## src/rtl/ppi_cw_pkg.sv

```systemverilog
package ppi_cw_pkg;
  localparam int DW = 8;
  localparam int AW = 2;

  typedef enum logic [AW-1:0] {ADR_A = 2'd0, ADR_B = 2'd1, ADR_C = 2'd2, ADR_CW = 2'd3} port_adr_t;

  typedef struct packed {
    logic [1:0] a_mode;
    logic       a_in;
    logic       cu_in;
    logic       b_mode;
    logic       b_in;
    logic       cl_in;
  } cfg_t;

  localparam cfg_t CFG_RESET = '{a_mode: 2'd0, a_in: 1'b1, cu_in: 1'b1,
                                 b_mode: 1'b0, b_in: 1'b1, cl_in: 1'b1};

  function automatic cfg_t cfg_decode(input logic [DW-1:0] w);
    cfg_t c;
    c.a_mode = w[6] ? 2'd2 : {1'b0, w[5]};
    c.a_in   = w[4];
    c.cu_in  = w[3];
    c.b_mode = w[2];
    c.b_in   = w[1];
    c.cl_in  = w[0];
    return c;
  endfunction

  function automatic logic [DW-1:0] own_mask(input cfg_t c);
    logic [DW-1:0] m;
    m = '0;
    if (c.a_mode == 2'd1)      m[7:3] = c.a_in ? 5'b00111 : 5'b11001;
    else if (c.a_mode == 2'd2) m[7:3] = 5'b11111;
    if (c.b_mode)              m[2:0] = 3'b111;
    return m;
  endfunction

  function automatic logic [DW-1:0] c_in_mask(input cfg_t c);
    return ~own_mask(c) & {{(DW/2){c.cu_in}}, {(DW/2){c.cl_in}}};
  endfunction

  function automatic logic [DW-1:0] c_direct_mask(input cfg_t c);
    logic [DW-1:0] nib;
    nib = {(c.a_mode == 2'd0) ? {(DW/2){1'b1}} : {(DW/2){1'b0}}, {(DW/2){1'b1}}};
    return ~own_mask(c) & ~c_in_mask(c) & nib;
  endfunction

  function automatic logic [DW-1:0] bit_cmd(input logic [DW-1:0] cur, input logic [DW-1:0] w);
    logic [DW-1:0] r;
    r = cur;
    r[w[3:1]] = w[0];
    return r;
  endfunction
endpackage

```

## src/rtl/ppi_bus_port.sv

```systemverilog
module ppi_bus_port
  import ppi_cw_pkg::*;
(
  input  logic          clk,
  input  logic          rst,
  input  logic          sel_n,
  input  logic [AW-1:0] addr,
  input  logic          rd_wr,
  input  logic          strobe_n,
  input  logic [DW-1:0] wdata,
  output logic          wr_fire,
  output port_adr_t     wr_adr,
  output logic [DW-1:0] wr_data
);
  logic          strobe_q;
  logic          cap_sel_n;
  logic          cap_rd_wr;
  logic [AW-1:0] cap_addr;
  logic [DW-1:0] cap_data;

  always_ff @(posedge clk) begin
    if (rst) begin
      strobe_q  <= 1'b1;
      cap_sel_n <= 1'b1;
      cap_rd_wr <= 1'b1;
      cap_addr  <= '0;
      cap_data  <= '0;
    end else begin
      strobe_q <= strobe_n;
      if (!strobe_n) begin
        cap_sel_n <= sel_n;
        cap_rd_wr <= rd_wr;
        cap_addr  <= addr;
        cap_data  <= wdata;
      end
    end
  end

  assign wr_fire = strobe_n & ~strobe_q & ~cap_sel_n & ~cap_rd_wr;
  assign wr_adr  = port_adr_t'(cap_addr);
  assign wr_data = cap_data;
endmodule

```

## src/rtl/ppi_cw_regs.sv

```systemverilog
module ppi_cw_regs
  import ppi_cw_pkg::*;
(
  input  logic          clk,
  input  logic          rst,
  input  logic          wr_fire,
  input  port_adr_t     wr_adr,
  input  logic [DW-1:0] wr_data,
  output cfg_t          cfg,
  output logic [DW-1:0] a_lat,
  output logic [DW-1:0] b_lat,
  output logic [DW-1:0] c_lat,
  output logic          mode_load
);
  logic [DW-1:0] direct_m;
  logic          is_mode_cmd;

  assign direct_m    = c_direct_mask(cfg);
  assign is_mode_cmd = wr_fire && (wr_adr == ADR_CW) && wr_data[DW-1];

  always_ff @(posedge clk) begin
    if (rst) begin
      cfg       <= CFG_RESET;
      a_lat     <= '0;
      b_lat     <= '0;
      c_lat     <= '0;
      mode_load <= 1'b0;
    end else begin
      mode_load <= 1'b0;
      if (is_mode_cmd) begin
        cfg       <= cfg_decode(wr_data);
        a_lat     <= '0;
        b_lat     <= '0;
        c_lat     <= '0;
        mode_load <= 1'b1;
      end else if (wr_fire) begin
        case (wr_adr)
          ADR_A:   a_lat <= wr_data;
          ADR_B:   b_lat <= wr_data;
          ADR_C:   c_lat <= (c_lat & ~direct_m) | (wr_data & direct_m);
          default: c_lat <= bit_cmd(c_lat, wr_data);
        endcase
      end
    end
  end
endmodule

```

## src/rtl/ppi_read_mux.sv

```systemverilog
module ppi_read_mux
  import ppi_cw_pkg::*;
(
  input  logic          sel_n,
  input  logic [AW-1:0] addr,
  input  logic          rd_wr,
  input  logic          strobe_n,
  input  logic          a_in,
  input  logic          b_in,
  input  logic [DW-1:0] c_own,
  input  logic [DW-1:0] c_in,
  input  logic [DW-1:0] a_lat,
  input  logic [DW-1:0] b_lat,
  input  logic [DW-1:0] c_lat,
  input  logic [DW-1:0] pa_pin,
  input  logic [DW-1:0] pb_pin,
  input  logic [DW-1:0] pc_pin,
  input  logic [DW-1:0] pc_hs,
  output logic [DW-1:0] rdata,
  output logic          rdata_oe
);
  logic [DW-1:0] c_view;

  always_comb begin
    for (int i = 0; i < DW; i++)
      c_view[i] = c_own[i] ? pc_hs[i] : (c_in[i] ? pc_pin[i] : c_lat[i]);
  end

  assign rdata_oe = !sel_n && !strobe_n && rd_wr && (addr != ADR_CW);

  always_comb begin
    rdata = '0;
    if (rdata_oe) begin
      case (port_adr_t'(addr))
        ADR_A:   rdata = a_in ? pa_pin : a_lat;
        ADR_B:   rdata = b_in ? pb_pin : b_lat;
        ADR_C:   rdata = c_view;
        default: rdata = '0;
      endcase
    end
  end
endmodule

```

## src/rtl/ppi_cw_unit.sv

```systemverilog
module ppi_cw_unit
  import ppi_cw_pkg::*;
(
  input  logic          clk,
  input  logic          rst,
  input  logic          sel_n,
  input  logic [AW-1:0] addr,
  input  logic          rd_wr,
  input  logic          strobe_n,
  input  logic [DW-1:0] wdata,
  output logic [DW-1:0] rdata,
  output logic          rdata_oe,
  input  logic [DW-1:0] pa_pin,
  input  logic [DW-1:0] pb_pin,
  input  logic [DW-1:0] pc_pin,
  input  logic [DW-1:0] pc_hs,
  output logic [DW-1:0] pa_out,
  output logic [DW-1:0] pb_out,
  output logic [DW-1:0] pc_out,
  output logic          pa_dir_in,
  output logic          pb_dir_in,
  output logic [DW-1:0] pc_dir_in,
  output logic [DW-1:0] pc_own,
  output logic [1:0]    grp_a_mode,
  output logic          grp_b_mode,
  output logic          inte_a_stb,
  output logic          inte_a_ack,
  output logic          inte_b,
  output logic          mode_load
);
  logic          wr_fire;
  port_adr_t     wr_adr;
  logic [DW-1:0] wr_data;
  cfg_t          cfg;

  ppi_bus_port u_bus (
    .clk(clk), .rst(rst), .sel_n(sel_n), .addr(addr), .rd_wr(rd_wr),
    .strobe_n(strobe_n), .wdata(wdata),
    .wr_fire(wr_fire), .wr_adr(wr_adr), .wr_data(wr_data)
  );

  ppi_cw_regs u_regs (
    .clk(clk), .rst(rst), .wr_fire(wr_fire), .wr_adr(wr_adr), .wr_data(wr_data),
    .cfg(cfg), .a_lat(pa_out), .b_lat(pb_out), .c_lat(pc_out), .mode_load(mode_load)
  );

  assign pc_own     = own_mask(cfg);
  assign pc_dir_in  = c_in_mask(cfg);
  assign pa_dir_in  = (cfg.a_mode == 2'd2) ? 1'b1 : cfg.a_in;
  assign pb_dir_in  = cfg.b_in;
  assign grp_a_mode = cfg.a_mode;
  assign grp_b_mode = cfg.b_mode;
  assign inte_a_stb = pc_out[4];
  assign inte_a_ack = pc_out[6];
  assign inte_b     = pc_out[2];

  ppi_read_mux u_rd (
    .sel_n(sel_n), .addr(addr), .rd_wr(rd_wr), .strobe_n(strobe_n),
    .a_in(pa_dir_in), .b_in(pb_dir_in), .c_own(pc_own), .c_in(pc_dir_in),
    .a_lat(pa_out), .b_lat(pb_out), .c_lat(pc_out),
    .pa_pin(pa_pin), .pb_pin(pb_pin), .pc_pin(pc_pin), .pc_hs(pc_hs),
    .rdata(rdata), .rdata_oe(rdata_oe)
  );
endmodule

```

## config.mk

```make
export PLATFORM = sky130hd
export DESIGN_NAME = ppi_cw_unit
export DESIGN_NICKNAME = d
export VERILOG_FILES = /design/src/rtl/ppi_cw_pkg.sv /design/src/rtl/ppi_bus_port.sv /design/src/rtl/ppi_cw_regs.sv /design/src/rtl/ppi_read_mux.sv /design/src/rtl/ppi_cw_unit.sv
export SDC_FILE = /design/constraint.sdc
export NUM_CORES = 1
export LEC_CHECK = 0
export ABC_AREA = 1
export BUFFER_PORTS_ARGS = -buffer_cell sky130_fd_sc_hd__buf_2
export CORE_MARGIN = 10
export CORE_UTILIZATION = 44
export CTS_CLUSTER_SIZE = 25
export DETAILED_ROUTE_END_ITERATION = 8
export PLACE_DENSITY = 0.76
export SLEW_MARGIN = 20
export SYNTH_ARGS = -nofsm -noshare
export SYNTH_HDL_FRONTEND = slang
export SYNTH_SLANG_ARGS = --single-unit
```

## constraint.sdc

```tcl
create_clock -name clk -period 1.6 [get_ports clk]
set_clock_uncertainty 0.1 [all_clocks]
set_input_delay 0.16 -clock clk [delete_from_list [all_inputs] [get_ports clk]]
set_output_delay 0.16 -clock clk [all_outputs]
set_load 0.01 [all_outputs]
```

---- Word level (Yosys, flattened, before mapping) ----
Index checks and enable logic that the tools add are counted.
word-level totals
  output and inout bits ................... 58
  bits of input ports ..................... 47
  bits in registers ....................... 45
operators by class
  equal/unequal tests ..................... 8
  bitwise logic cells ..................... 16
  reductions and logical operators ........ 16
  order comparisons ....................... 2
  mux-type cells .......................... 32
operators with widths
  kind                                                                                 number
  8-bit bitwise AND                                                                    5
  8-bit 2-to-1 mux                                                                     3
  8-bit inverter                                                                       3
  8-bit case mux with 3 select lines                                                   1
  1-bit 2-to-1 mux                                                                     19
  8-bit case mux with 2 select lines                                                   1
  5-bit 2-to-1 mux                                                                     3
  8-bit bitwise mux                                                                    1
  2-bit == test, second input constant                                                 4
  8-bit OR                                                                             1
  2-bit by 1-bit == test with 1-bit output, second input constant                      3
  1-bit logical AND                                                                    6
  2-bit logical NOT                                                                    3
  2-bit AND reduction                                                                  3
  3-bit by 4-bit < comparator with 1-bit output, second input constant                 1
  4-bit 2-to-1 mux                                                                     1
  1-bit inverter                                                                       4
  2-bit OR reduction                                                                   2
  1-bit bitwise AND                                                                    3
  1-bit demux with 3-bit select                                                        1
  3-bit by 1-bit greater-or-equal comparator with 1-bit output, second input constant  1
  3-bit 2-to-1 mux                                                                     1
  1-bit logical NOT                                                                    2
  2-bit 2-to-1 mux                                                                     1
  2-bit != test, second input constant                                                 1

---- Depth between registers and ports, before layout ----
Gate-level depths: netlist of the first run.
  word-level depth ........................ 12
  mapped depth ............................ 10
  gate-level depth less buffers ........... 10

---- Modules after synthesis ----
Synthesis of the first run repeated with hierarchy kept, for this count alone.
second synthesis, totals
  cell total of the unflattened synthesis .. 509
  area, all modules ....................... 3,010.4 um2
modules (own cells, without submodules)
  module        cells an instance  times used  seq. area each (um2)  area each (um2)
  ppi_cw_regs   210                1           640.6                 1,554.0
  ppi_read_mux  189                1           0.0                   733.2
  ppi_bus_port  78                 1           260.2                 525.5
  ppi_cw_unit   32                 1           0.0                   197.7

---- Worst setup path after synthesis of the first run ----
Ideal clock, no wire load.
  path kind ............................... reg2out
  from .................................... reg u_regs.cfg[5] (netlist name)
  to ...................................... out rdata[7]
  arrival time ............................ 1,488 ps
  data required time ...................... 1,340 ps
  path slack .............................. -148 ps
  stages on the path, launching flop included .. 10
  buffers on the path ..................... 0
  path through ............................ dfxtp_1 > inv_1 > ha_1 > nor2_1 > inv_1 > nand2_1 > nand3_1 > nand2_1 > inv_1 > a21oi_1
RTL lines
  item                                line                RTL
  2-bit == test                       ppi_cw_unit.sv:49   assign pa_dir_in = (cfg.a_mode == 2'd2) ? 1'b1 : cfg.a_in;
  1-bit 2-to-1 mux                    ppi_cw_unit.sv:49
  net pa_dir_in                       ppi_cw_unit.sv:20   output logic pa_dir_in,
  8-bit 2-to-1 mux                    ppi_read_mux.sv:35  ADR_A: rdata = a_in ? pa_pin : a_lat;
  8-bit case mux with 3 select lines  ppi_read_mux.sv:34  case (port_adr_t'(addr))
  8-bit 2-to-1 mux                    ppi_read_mux.sv:33  if (rdata_oe) begin
  end: declaration                    ppi_cw_unit.sv:11   output logic [DW-1:0] rdata,
The timed path passes the listed nets, and every way through them passes these cells.

---- Final worst setup path of the first run ----
  from .................................... reg u_regs.cfg[6] (netlist name)
  to ...................................... out rdata[6]
between the ends
  word-level cells in the longest chain between the ends .. 9
ends and longest elaborated chain
  item                                  line                                 RTL
  2-bit == test                         ppi_cw_pkg.sv:34, ppi_cw_unit.sv:49
  5-bit 2-to-1 mux                      ppi_cw_pkg.sv:34                     else if (c.a_mode == 2'd2) m[7:3] = 5'b11111;
  5-bit 2-to-1 mux                      ppi_cw_pkg.sv:33                     if (c.a_mode == 2'd1) m[7:3] = c.a_in ? 5'b00111 : 5'b11001;
  8-bit inverter                        ppi_cw_pkg.sv:40                     return ~own_mask(c) & {{(DW/2){c.cu_in}}, {(DW/2){c.cl_in}}};
  8-bit bitwise AND                     ppi_cw_pkg.sv:40
  1-bit 2-to-1 mux (2 in a row)         ppi_read_mux.sv:26                   c_view[i] = c_own[i] ? pc_hs[i] : (c_in[i] ? pc_pin[i] : c_lat[i]);
  8-bit case mux with 3 select lines *  ppi_read_mux.sv:34
  8-bit 2-to-1 mux *                    ppi_read_mux.sv:33
Every way passes the cells marked *; elsewhere a longest branch is shown, timed or not.

==> results of run 1 <==
==> routing by layer <==
| layer | part of all wire | GRT usage | vias up |
|---|---|---|---|
| met5 | 0 | 0 | - |
| met4 | 0.019 | 0.0403 | 0 |
| met3 | 0.078 | 0.0465 | 16 |
| met2 | 0.50 | 0.314 | 129 |
| met1 | 0.41 | 0.199 | 1462 |
| li1 | - | - | 1559 |
==> power by group <==
group,switching (mW),total (mW),internal (mW)
clock,0.389,0.844,0.454
sequential,0.0356,1.18,1.14
combinational,0.176,0.297,0.121
total,0.601,2.32,1.72
==> placed cells by master (no fill, tap or decap), drive strengths merged <==
cell type / n
dlygate4sd3: 2
o21bai: 1
ha: 3
clkbuf: 5
o211ai: 11
nand4: 9
or2: 3
inv: 49
nand3: 29
nor2: 63
o21ai: 40
clkinv: 2
buf: 132
o22ai: 1
bufinv: 1
dfxtp: 45
or3: 1
nand2: 108
a21oi: 22
a31oi: 4
==> final cells by class <==
type	count	area, µm²
repair buffers	134	820
clock buffers	5	68.8
clock inverters	2	35.0
inverters	50	203
well taps	75	93.8
fillers	559	2190
flip-flops and latches	45	907
multi-input cells	295	1600
==> per-stage QoR <==
stage          TNS [ns]  utilization  cells
2_1_floorplan         0            -    416
5_1_grt           -6.57        0.630    606
4_1_cts           -4.24        0.600    604
6_report          -4.81        0.630    606
3_5_place_dp      -1.28        0.563    592
3_3_place_gp     -0.455        0.563    592
==> kinds of logic after synthesis <==
family	synth area share
and+or+nand+nor	0.352
AOI/OAI and AO/OA	0.162
buffers and inverters	0.135
DFF	0.336
adders and majority gates	0.0140
==> what timing repair did <==
action / 4_1_cts / 5_1_grt
hold buffers: 2 / 0
hold endpoints to repair: 2 / 0
setup endpoints to repair: 24 / 23
setup buffers: 3 / 3
pin swaps: 3 / 22
resized for setup: 19 / 43
==> worst paths after layout <==
kind / end / slack (ns) / startpoint / cells after the start
setup reg to reg: register / -0.11 / u_regs.cfg[6] / 8
setup / recovery: rdata[6] / -0.39 / u_regs.cfg[6] / 8
hold / removal: u_bus.wr_data[4] / 0.003 / wdata[4] / 3
hold reg to reg: u_bus.cap_sel_n / 0.40 / u_bus.cap_sel_n / 2
==> critical path, cell delays in order, from the launching register on <==
cell and delay [ns]:
dfxtp_4 0.40, inv_6 0.05, ha_4 0.19, o21ai_4 0.27, nand3_2 0.13, nand3_2 0.09, nand2_2 0.06, a21oi_2 0.11
buf_2 0.14
==> results.md, run 1 <==
- Final setup viols: 19
- Leakage: about 1.9 nW
- Initial antenna violation count: 0
- Violated checks: negative setup slack
- Gr usage total: 0.174
- Min Tclk post-route: 1.99 ns
- Seq/Total Area, Yosys: 0.336
- Post-DR vias/cell: ~5.2
- Synth cell count leaders: 106 x nand2_1, 57 x nor2_1, 45 x dfxtp_1, 45 x inv_1, 39 x o21ai_0
- Via count: ~3,200
- Overall power: 2.32 mW
- PD cells: ~620 nW/µm²
- RSZ-0062 raised after global routing: true
- Hold_ws: just under 0.003 ns
- Status: complete, but fails checks
- Deepest clock path buffer count: 2
- Final Hold Vio Count: 0
- CTS root buf: clkbuf_8
- CTS tree: yes
- Slew HR: 0.669
- Vias in the first global route: around 3,000
- Crit path max fanout: 6
- Clk sink count: 45
- N_diodes: 0
- Initial Utilization: 0.453
- Number of nets with antenna violations after routing: 0
- Final period util: 1.25
- Worst Setup Path Type: reg2out
- Die Height: 98.0 µm
- Share of cells above drive strength 1: 0.369
- Post-route cell area: about 3700 µm²
- Area grow syn2layout: 39.1%
- Leading area contributor after synthesis: dfxtp_1
- Mapped Avg Cell Area: between 6 and 7 µm²
- I/O Buffers: 104
- Area share of the largest cell type after synthesis: 0.336
- First-pass GRT wire length: 14,300 µm
- Synth top area cells: dfxtp_1 34%, nand2_1 15%, nor2_1 8.0%
- H-tree levels: 2
- Largest net degree at the start of global routing: 20
- I/O pin count: about 110
- Yosys reg bits: 45
- Place WS: -0.144 ns
- CP arrival: between 1.5 and 2 ns
- Worst Setup Start Kind: register
- # rows: 28
- Hold WC Path Type: in2reg
- Pre-Repair DR Iteration Count: 5
- Die Area: about 9600 µm²
- Number of enable flip-flop cells after synthesis: 0
- Peak supply drop: ~0.45 mV
- Hpwl dp: between 6000 and 7000 µm
- Yosys Warn Count: 0
- DRC: 0
- Critical Path End Type: output pin
- CP required: approximately 1.3 ns
- Cell count after synthesis: ~420
- Synth Flop Type: dfxtp_1
- Routed WL: approximately 9300 µm
- Avg WL per Cell: between 15 and 20 µm
- Die width: ~98 µm
- Remaining Overflow, GRT: 0
- Clk slew on worst S/H paths: ~0.080 ns
- Num CTS Buffers: 5
- Worst-Margin Slew: ~0.50 ns
- Worst-Skew Late Latency: roughly 0.30 ns
- Nets: 581
- Count of different cell masters after synthesis: 30
- Max-cap violations: 0
- Syn Nets: roughly 470
- Most instantiated library cell after synthesis: nand2_1
- Placer Congestion: between 0.8 and 0.9
- Final slew viol count: 0
- Placed cell area: approximately 3300 µm²
- Peak Freq: approximately 500 MHz
- Post-route setup slack: -0.393 ns
- Async SR Flop Fraction: 0
- Core area: ~5900 µm²
- Iter 0 DRT Violations: about 180
- Area of the mapped netlist: between 2000 and 3000 µm²
Power figures use the tool's default switching activity.
==> run 2, diff against run 1 <==
--- a/config.mk
+++ b/config.mk
@@ -12,6 +12,8 @@
 export CTS_CLUSTER_SIZE = 25
 export DETAILED_ROUTE_END_ITERATION = 8
 export PLACE_DENSITY = 0.76
+export REMOVE_ABC_BUFFERS = 1
+export SKIP_LAST_GASP = 1
 export SLEW_MARGIN = 20
 export SYNTH_ARGS = -nofsm -noshare
 export SYNTH_HDL_FRONTEND = slang
==> constraint.sdc (replaced) <==
create_clock -name clk -period 1.6 [get_ports clk]
set_clock_uncertainty 0.1 [all_clocks]
set_input_delay 0.16 -clock clk [delete_from_list [all_inputs] [get_ports clk]]
set_output_delay 0.16 -clock clk [all_outputs]
set_load 0.05 [all_outputs]
==> run 2 against run 1 <==
The run still ends with negative setup slack left. Hold slack better by 0.024 ns. Critical path depth is 2 higher. Clock power is 7.0% higher. Maximum frequency is 2.8% lower. Wire length is 0.62% higher. Power is 3.9% higher. Largest power group unchanged. Setup slack worse by 0.058 ns. Design area is 6.0% higher. Count of clock-buffer cells in the layout is 1 higher. Combinational power is 10% higher.
==> results.md, run 2 (synthesized netlist as in run 1, its figures left out) <==
- Worst Setup Path Type: reg2out (unchanged)
- Leakage: 2.00 nW (was 1.90 nW)
- Core area: 5920 µm² (unchanged)
- Finished Layout Cells: 622 (was 606)
- I/O Buffers: 104 (unchanged)
- Peak Freq: 488 MHz (was 502 MHz)
- Die Area: 9610 µm² (unchanged)
- Overall power: 2.41 mW (was 2.32 mW)
- RSZ-0062 raised after global routing: true (unchanged)
- Commonest non-fill, non-tap cell in the layout: nand2_1 (was buf_2)
- Slew HR: 0.659 (was 0.669)
- First-pass GRT wire length: 14,900 µm (was 14,300 µm)
- Hpwl dp: 6800 µm (was 6930 µm)
- Pre-Repair DR Iteration Count: 5 (unchanged)
- CTS root buf: clkbuf_8 (unchanged)
- CP arrival: 1.79 ns (was 1.73 ns)
- Initial antenna violation count: 0 (unchanged)
- Share of cells above drive strength 1: 0.358 (was 0.369)
- Nets: 596 (was 581)
- Final period util: 1.28 (was 1.25)
- Hold path depth: 3 (unchanged)
- Hold WC Path Type: in2reg (unchanged)
- CTS tree: yes (unchanged)
- Max-cap violations: 0 (unchanged)
- Placed cell area: 3360 µm² (was 3330 µm²)
- Reg2Reg Setup Slack: -0.24 ns (was -0.11 ns)
- Post-route setup slack: -0.451 ns (was -0.393 ns)
- Routed WL: 9400 µm (was 9350 µm)
- Final setup viols: 21 (was 19)
- Violated checks: negative setup slack (unchanged)
- Fill count: 499 (was 559)
- CP required: 1.34 ns (about the same)
- Number of nets with antenna violations after routing: 0 (unchanged)
- I/O pin count: 105 (unchanged)
- HP Start: wdata[1] (was wdata[4])
- Worst Setup Start Kind: register (unchanged)
- Commonest cells after routing, fill and taps aside: 102 x nand2_1, 82 x buf_2, 49 x nor2_1 (was 98 x buf_2, 94 x nand2_1, 48 x nor2_1)
- Post-DR vias/cell: 5.17 (was 5.22)
- Placed insts: 600 (was 592)
- Area grow syn2layout: 47.5% (was 39.1%)
- Worst flop-to-flop path startpoint: u_regs.cfg[5] (was u_regs.cfg[6])
- Final Hold Vio Count: 0 (unchanged)
- Post-route cell area: 3950 µm² (was 3730 µm²)
- Reg2reg path depth: 12 (was 8)
- Clk sink count: 45 (unchanged)
- Status: complete, but fails checks (unchanged)
- Die Height: 98.0 µm (unchanged)
- Worst-Skew Late Latency: 0.31 ns (was 0.30 ns)
- Clk slew on worst S/H paths: 0.09 ns (was 0.08 ns)
- Placer Congestion: 0.893 (was 0.892)
- Peak supply drop: 0.566 mV (was 0.453 mV)
- Largest net degree at the start of global routing: 20 (unchanged)
- # rows: 28 (unchanged)
- Gr usage total: 0.184 (was 0.174)
- PD cells: 609 nW/µm² (was 622 nW/µm²)
- Initial Utilization: 0.453 (unchanged)
- Deepest clock path buffer count: 2 (unchanged)
- Avg WL per Cell: 15.1 µm (was 15.4 µm)
- DRC: 0 (unchanged)
- Via count: 3,217 (was 3,166)
- Num CTS Buffers: 5 (unchanged)
- Die width: 98.0 µm (unchanged)
- N_diodes: 0 (unchanged)
- Remaining Overflow, GRT: 0 (unchanged)
- Iter 0 DRT Violations: 325 (was 182)
- Final slew viol count: 0 (unchanged)
- Hold path endpoint: u_bus.wr_data[1] (was u_bus.wr_data[4])
- H-tree levels: 2 (unchanged)
- Worst-Margin Slew: 0.511 ns (was 0.496 ns)
- Min Tclk post-route: 2.05 ns (was 1.99 ns)
- Critical Path End Type: output pin (unchanged)
- Vias in the first global route: 3,110 (was 3,032)
- Crit path max fanout: 6 (unchanged)
- Final core utilization: 0.668 (was 0.630)
[run 2: changes by cell type in the layout (fill, tap and decap cells not counted), sizes merged]
cell         change
clkinv           -1
clkinvlp         +1
clkbuf           +1
dlygate4sd3      +2
buf             +13
[run 2: timing repair]
action	4_1_cts	5_1_grt
buffers inserted	6	5
cloned	1	0
pin swaps	13	11
hold buffers	4	0
setup endpoints to repair	27	27
gates resized for setup	82	23
endpoints found under the hold margin	4	0
[run 2: stage by stage]
step	hold slack [ns]	setup WS, ns	TNS, ns
after floorplan	0.132	-3.06	-40.13
after global routing	0.0387	-0.555	-7.99
after detailed placement	0.284	-0.276	-2.91
final	0.0271	-0.451	-6.35
after global placement	0.282	-0.238	-2.17
after CTS	0.0179	-0.411	-5.53
[run 2: worst max-delay path, stage by stage, from the launching register on]
cell and delay, ns:
dfxtp_2 0.37, inv_4 0.06, ha_4 0.17, nor2_4 0.20, buf_6 0.14, nand2_2 0.04, o211ai_1 0.07, nand2_1 0.09
a21oi_2 0.13, nor2_2 0.06, buf_6 0.16
[run 2: worst max path at each step]
stage	from	to	slack (ns)	cells past startpoint
2_1_floorplan	u_regs.cfg[2]	rdata[0]	-3.06	5
3_3_place_gp	u_regs.cfg[6]	rdata[3]	-0.24	8
3_5_place_dp	u_regs.cfg[6]	rdata[3]	-0.28	8
4_1_cts	u_regs.cfg[5]	rdata[7]	-0.41	9
5_1_grt	u_regs.cfg[5]	rdata[4]	-0.56	10
6_report	u_regs.cfg[5]	rdata[4]	-0.45	10
[run 2: area by class of cell]
class,count,area [µm²],share of cell area
Clock inverter,2,37.5,0.00950
Timing Repair Buffer,149,1050,0.265
Tap cell,75,93.8,0.0237
Inverter,50,200,0.0506
Multi-Input combinational cell,295,1580,0.400
Clock buffer,6,82.6,0.0209
Sequential cell,45,908,0.230
[run 2: power by group]
group | switching, mW | internal (mW) | total [mW]
combinational | 0.199 | 0.128 | 0.327
sequential | 0.0357 | 1.14 | 1.18
clock | 0.396 | 0.508 | 0.903
[run 2: per-layer routing]
layer,vias to the layer above,share of wire,track usage
li1,1583,-,-
met1,1453,0.38,0.206
met2,155,0.51,0.323
met3,26,0.074,0.0423
met4,0,0.036,0.0861
met5,-,0,0
==> run 3, diff against run 2 <==
--- a/config.mk
+++ b/config.mk
@@ -8,13 +8,14 @@
 export ABC_AREA = 1
 export BUFFER_PORTS_ARGS = -buffer_cell sky130_fd_sc_hd__buf_2
 export CORE_MARGIN = 10
-export CORE_UTILIZATION = 44
+export CORE_UTILIZATION = 46
 export CTS_CLUSTER_SIZE = 25
 export DETAILED_ROUTE_END_ITERATION = 8
-export PLACE_DENSITY = 0.76
+export PLACE_DENSITY = 0.77
 export REMOVE_ABC_BUFFERS = 1
 export SKIP_LAST_GASP = 1
 export SLEW_MARGIN = 20
 export SYNTH_ARGS = -nofsm -noshare
 export SYNTH_HDL_FRONTEND = slang
+export SYNTH_HIERARCHICAL = 1
 export SYNTH_SLANG_ARGS = --single-unit
==> constraint.sdc (replaced) <==
create_clock -name clk -period 1.6 [get_ports clk]
set_clock_uncertainty 0.1 [all_clocks]
set_input_delay 0.16 -clock clk [delete_from_list [all_inputs] [get_ports clk]]
set_output_delay 0.16 -clock clk [all_outputs]
set_load 0.01 [all_outputs]
==> run 3 against run 2 <==
Setup slack improved by 0.030 ns. Wire length rose by 2.1%. Die area rose by 5.9%. The flow still finishes with violations (negative setup slack). Largest power group unchanged. Global-route usage fell by 0.44 points. Utilization rose by 0.45 points. Highest routed layer unchanged. Critical path type unchanged. Sequential cell count did not move. Maximum frequency rose by 1.5%. Count of clock-buffer cells in the layout fell by 1. Non-clock buffer count fell by 2. Power rose by 5.8%. Combinational power rose by 11%.
==> results.md, run 3 <==
- Yosys reg bits: 45 (unchanged)
- Final slew viol count: 0 (unchanged)
- Peak Freq: 495 MHz (was 488 MHz)
- I/O pin count: 105 (unchanged)
- Worst-Skew Late Latency: 0.30 ns (was 0.31 ns)
- Die Height: 101 µm (was 98.0 µm)
- Nets: 693 (was 596)
- Initial antenna violation count: 0 (unchanged)
- Yosys Warn Count: 6 (was 0)
- Num CTS Buffers: 5 (unchanged)
- Max-cap violations: 0 (unchanged)
- Finished Layout Cells: 719 (was 622)
- Remaining Overflow, GRT: 0 (unchanged)
- Hold path depth: 3 (unchanged)
- Routed WL: 9600 µm (was 9400 µm)
- Die width: 101 µm (was 98.0 µm)
- # rows: 29 (was 28)
- CTS root buf: clkbuf_8 (unchanged)
- Violated checks: negative setup slack (unchanged)
- Leakage: 2.22 nW (was 2.00 nW)
- Final Hold Vio Count: 0 (unchanged)
- Synth top area cells: dfxtp_1 30%, nand2_1 20%, nor2_1 11% (was dfxtp_1 34%, nand2_1 15%, nor2_1 8.0%)
- Crit path max fanout: 5 (was 6)
- Vias in the first global route: 3,268 (was 3,110)
- Combinational share of power: 0.142 (was 0.136)
- Synth Flop Type: dfxtp_1 (unchanged)
- Seq/Total Area, Yosys: 0.299 (was 0.336)
- Commonest cells after routing, fill and taps aside: 149 x nand2_1, 96 x buf_2, 79 x nor2_1 (was 102 x nand2_1, 82 x buf_2, 49 x nor2_1)
- Deepest clock path buffer count: 2 (unchanged)
- Pre-Repair DR Iteration Count: 5 (unchanged)
- Async SR Flop Fraction: 0 (unchanged)
- Placed insts: 688 (was 600)
- RSZ-0062 raised after global routing: true (unchanged)
- Reg2Reg Setup Slack: -0.07 ns (was -0.24 ns)
- Gr usage total: 0.180 (was 0.184)
- Hold WC Path Type: in2reg (unchanged)
- Sw Pwr: 637 µW (was 630 µW)
- Post-DR vias/cell: 4.81 (was 5.17)
- Synth cell count leaders: 161 x nand2_1, 89 x nor2_1, 87 x inv_1, 45 x dfxtp_1, 27 x nand3_1 (was 106 x nand2_1, 57 x nor2_1, 45 x dfxtp_1, 45 x inv_1, 39 x o21ai_0)
- Most instantiated library cell after synthesis: nand2_1 (unchanged)
- Initial Utilization: 0.474 (was 0.453)
- Sw Ratio: 0.250 (was 0.262)
- Mapped Avg Cell Area: 5.91 µm² (was 6.44 µm²)
- Commonest non-fill, non-tap cell in the layout: nand2_1 (unchanged)
- Critical Path End Type: output pin (unchanged)
- Worst-Margin Slew: 0.377 ns (was 0.511 ns)
- Core area: 6350 µm² (was 5920 µm²)
- First-pass GRT wire length: 15,300 µm (was 14,900 µm)
- Final setup viols: 18 (was 21)
- Leading area contributor after synthesis: dfxtp_1 (unchanged)
- Largest net degree at the start of global routing: 24 (was 20)
- Fill count: 573 (was 499)
- Placer Congestion: 0.906 (was 0.893)
- Clock network power share: 0.397 (was 0.375)
- DRC: 0 (unchanged)
- Place WS: -0.253 ns (was -0.276 ns)
- Clk sink count: 45 (unchanged)
- Clk slew on worst S/H paths: 0.08 ns (was 0.09 ns)
- Count of different cell masters after synthesis: 28 (was 30)
- Min Tclk post-route: 2.02 ns (was 2.05 ns)
- Peak supply drop: 0.488 mV (was 0.566 mV)
- Area of the mapped netlist: 3010 µm² (was 2680 µm²)
- CTS tree: yes (unchanged)
- Pint: 1.91 mW (was 1.78 mW)
- Area share of the largest cell type after synthesis: 0.299 (was 0.336)
- CP required: 1.34 ns (about the same)
- PD cells: 597 nW/µm² (was 609 nW/µm²)
- Final core utilization: 0.672 (was 0.668)
- Via count: 3,455 (was 3,217)
- Avg WL per Cell: 13.4 µm (was 15.1 µm)
- Iter 0 DRT Violations: 372 (was 325)
- Slew HR: 0.748 (was 0.659)
- Number of nets with antenna violations after routing: 0 (unchanged)
- Reg2reg path depth: 11 (was 12)
- N_diodes: 0 (unchanged)
- HP Start: wdata[7] (was wdata[1])
- I/O Buffers: 104 (unchanged)
- Number of enable flip-flop cells after synthesis: 0 (unchanged)
- Hpwl dp: 7240 µm (was 6800 µm)
- Cell count after synthesis: 509 (was 416)
- Die Area: 10,200 µm² (was 9610 µm²)
- Flop pwr share: 0.461 (was 0.489)
- Worst flop-to-flop path startpoint: u_regs/cfg[6] (was u_regs.cfg[5])
- Hold path endpoint: u_bus/wr_data[7] (was u_bus.wr_data[1])
- Worst Setup Path Type: reg2out (unchanged)
- Area grow syn2layout: 41.8% (was 47.5%)
- CP arrival: 1.76 ns (was 1.79 ns)
- Post-route setup slack: -0.421 ns (was -0.451 ns)
- Share of cells above drive strength 1: 0.338 (was 0.358)
- Final period util: 1.26 (was 1.28)
- Worst Setup Start Kind: register (unchanged)
- H-tree levels: 2 (unchanged)
- Status: complete, but fails checks (unchanged)
-- run 3: timing repair --
item,in CTS,in global routing
hold buffers,11,0
hold endpoints to repair,11,0
endpoints found under the setup margin,19,43
pin swaps,37,19
resized for setup,44,49
gates cloned,1,1
setup buffers,3,10
-- run 3: metal layers --
layer | up-vias | track usage | share of wire
li1 | 1777 | - | -
met4 | 0 | 0.0686 | 0.019
met2 | 122 | 0.313 | 0.49
met3 | 10 | 0.0350 | 0.079
met5 | - | 0 | 0
met1 | 1546 | 0.212 | 0.41
-- run 3: kinds of logic after synthesis --
group	count (synthesis)	share of synthesized area
AND/OR/NAND/NOR	293	0.405
buffers and inverters	115	0.177
AO/OA/AOI/OAI	51	0.0981
flip-flops	45	0.299
adder cells (fa/ha/maj)	5	0.0208
-- run 3: per-stage QoR --
stage                     TNS (ns)  hold slack [ns]  power, mW  instance area [µm²]
after floorplan              -3.05            0.151       1.38                 2830
after global placement       -1.31            0.274       1.51                 3620
after detailed placement     -1.72            0.286       1.52                 3620
after CTS                    -4.16         0.000875       2.55                 4050
after global routing         -5.90           0.0181       2.66                 4270
final                        -3.88           0.0157       2.55                 4270
-- run 3: power groups by stage --
stage	sequential, mW	combinational (mW)	clock, mW
3_5_place_dp	1.20	0.314	0
4_1_cts	1.17	0.344	1.03
5_1_grt	1.18	0.410	1.07
2_1_floorplan	1.20	0.181	0
3_3_place_gp	1.20	0.308	0
6_report	1.18	0.362	1.01
-- run 3: worst max-delay path, cell delays in order, from the launching register on --
cell and delay, ns:
dfxtp_4 0.36, inv_2 0.06, ha_4 0.14, inv_2 0.05, nand2_4 0.08, nand2_4 0.06
nor2_4 0.12, nand2_1 0.08, nand2_1 0.06, nor2_1 0.04, nor2_2 0.14, nor2_2 0.05
nor2_1 0.08, buf_2 0.13
-- run 3: how the worst max path moves through the flow --
| stage | startpoint | endpoint | slack (ns) | cells past startpoint |
|---|---|---|---|---|
| after detailed placement | u_regs/cfg[5] | rdata[6] | -0.25 | 12 |
| after global routing | u_regs/cfg[6] | rdata[6] | -0.54 | 13 |
| after CTS | u_regs/cfg[5] | rdata[6] | -0.41 | 10 |
| final | u_regs/cfg[6] | rdata[5] | -0.42 | 13 |
| after global placement | u_regs/cfg[5] | rdata[7] | -0.17 | 10 |
| after floorplan | u_regs/cfg[5] | rdata[4] | -0.47 | 11 |
-- run 3: area by class of cell --
| cell class | count | area [µm²] | area share |
|---|---|---|---|
| clock buffer | 5 | 68.8 | 0.0161 |
| clock inverter | 3 | 65.1 | 0.0152 |
| inverter | 92 | 377 | 0.0882 |
| multi-input combinational | 349 | 1780 | 0.416 |
| sequential | 45 | 910 | 0.213 |
| tap | 77 | 96.3 | 0.0226 |
| timing repair buffer | 147 | 967 | 0.227 |
| timing repair inverter | 1 | 7.51 | 0.00176 |
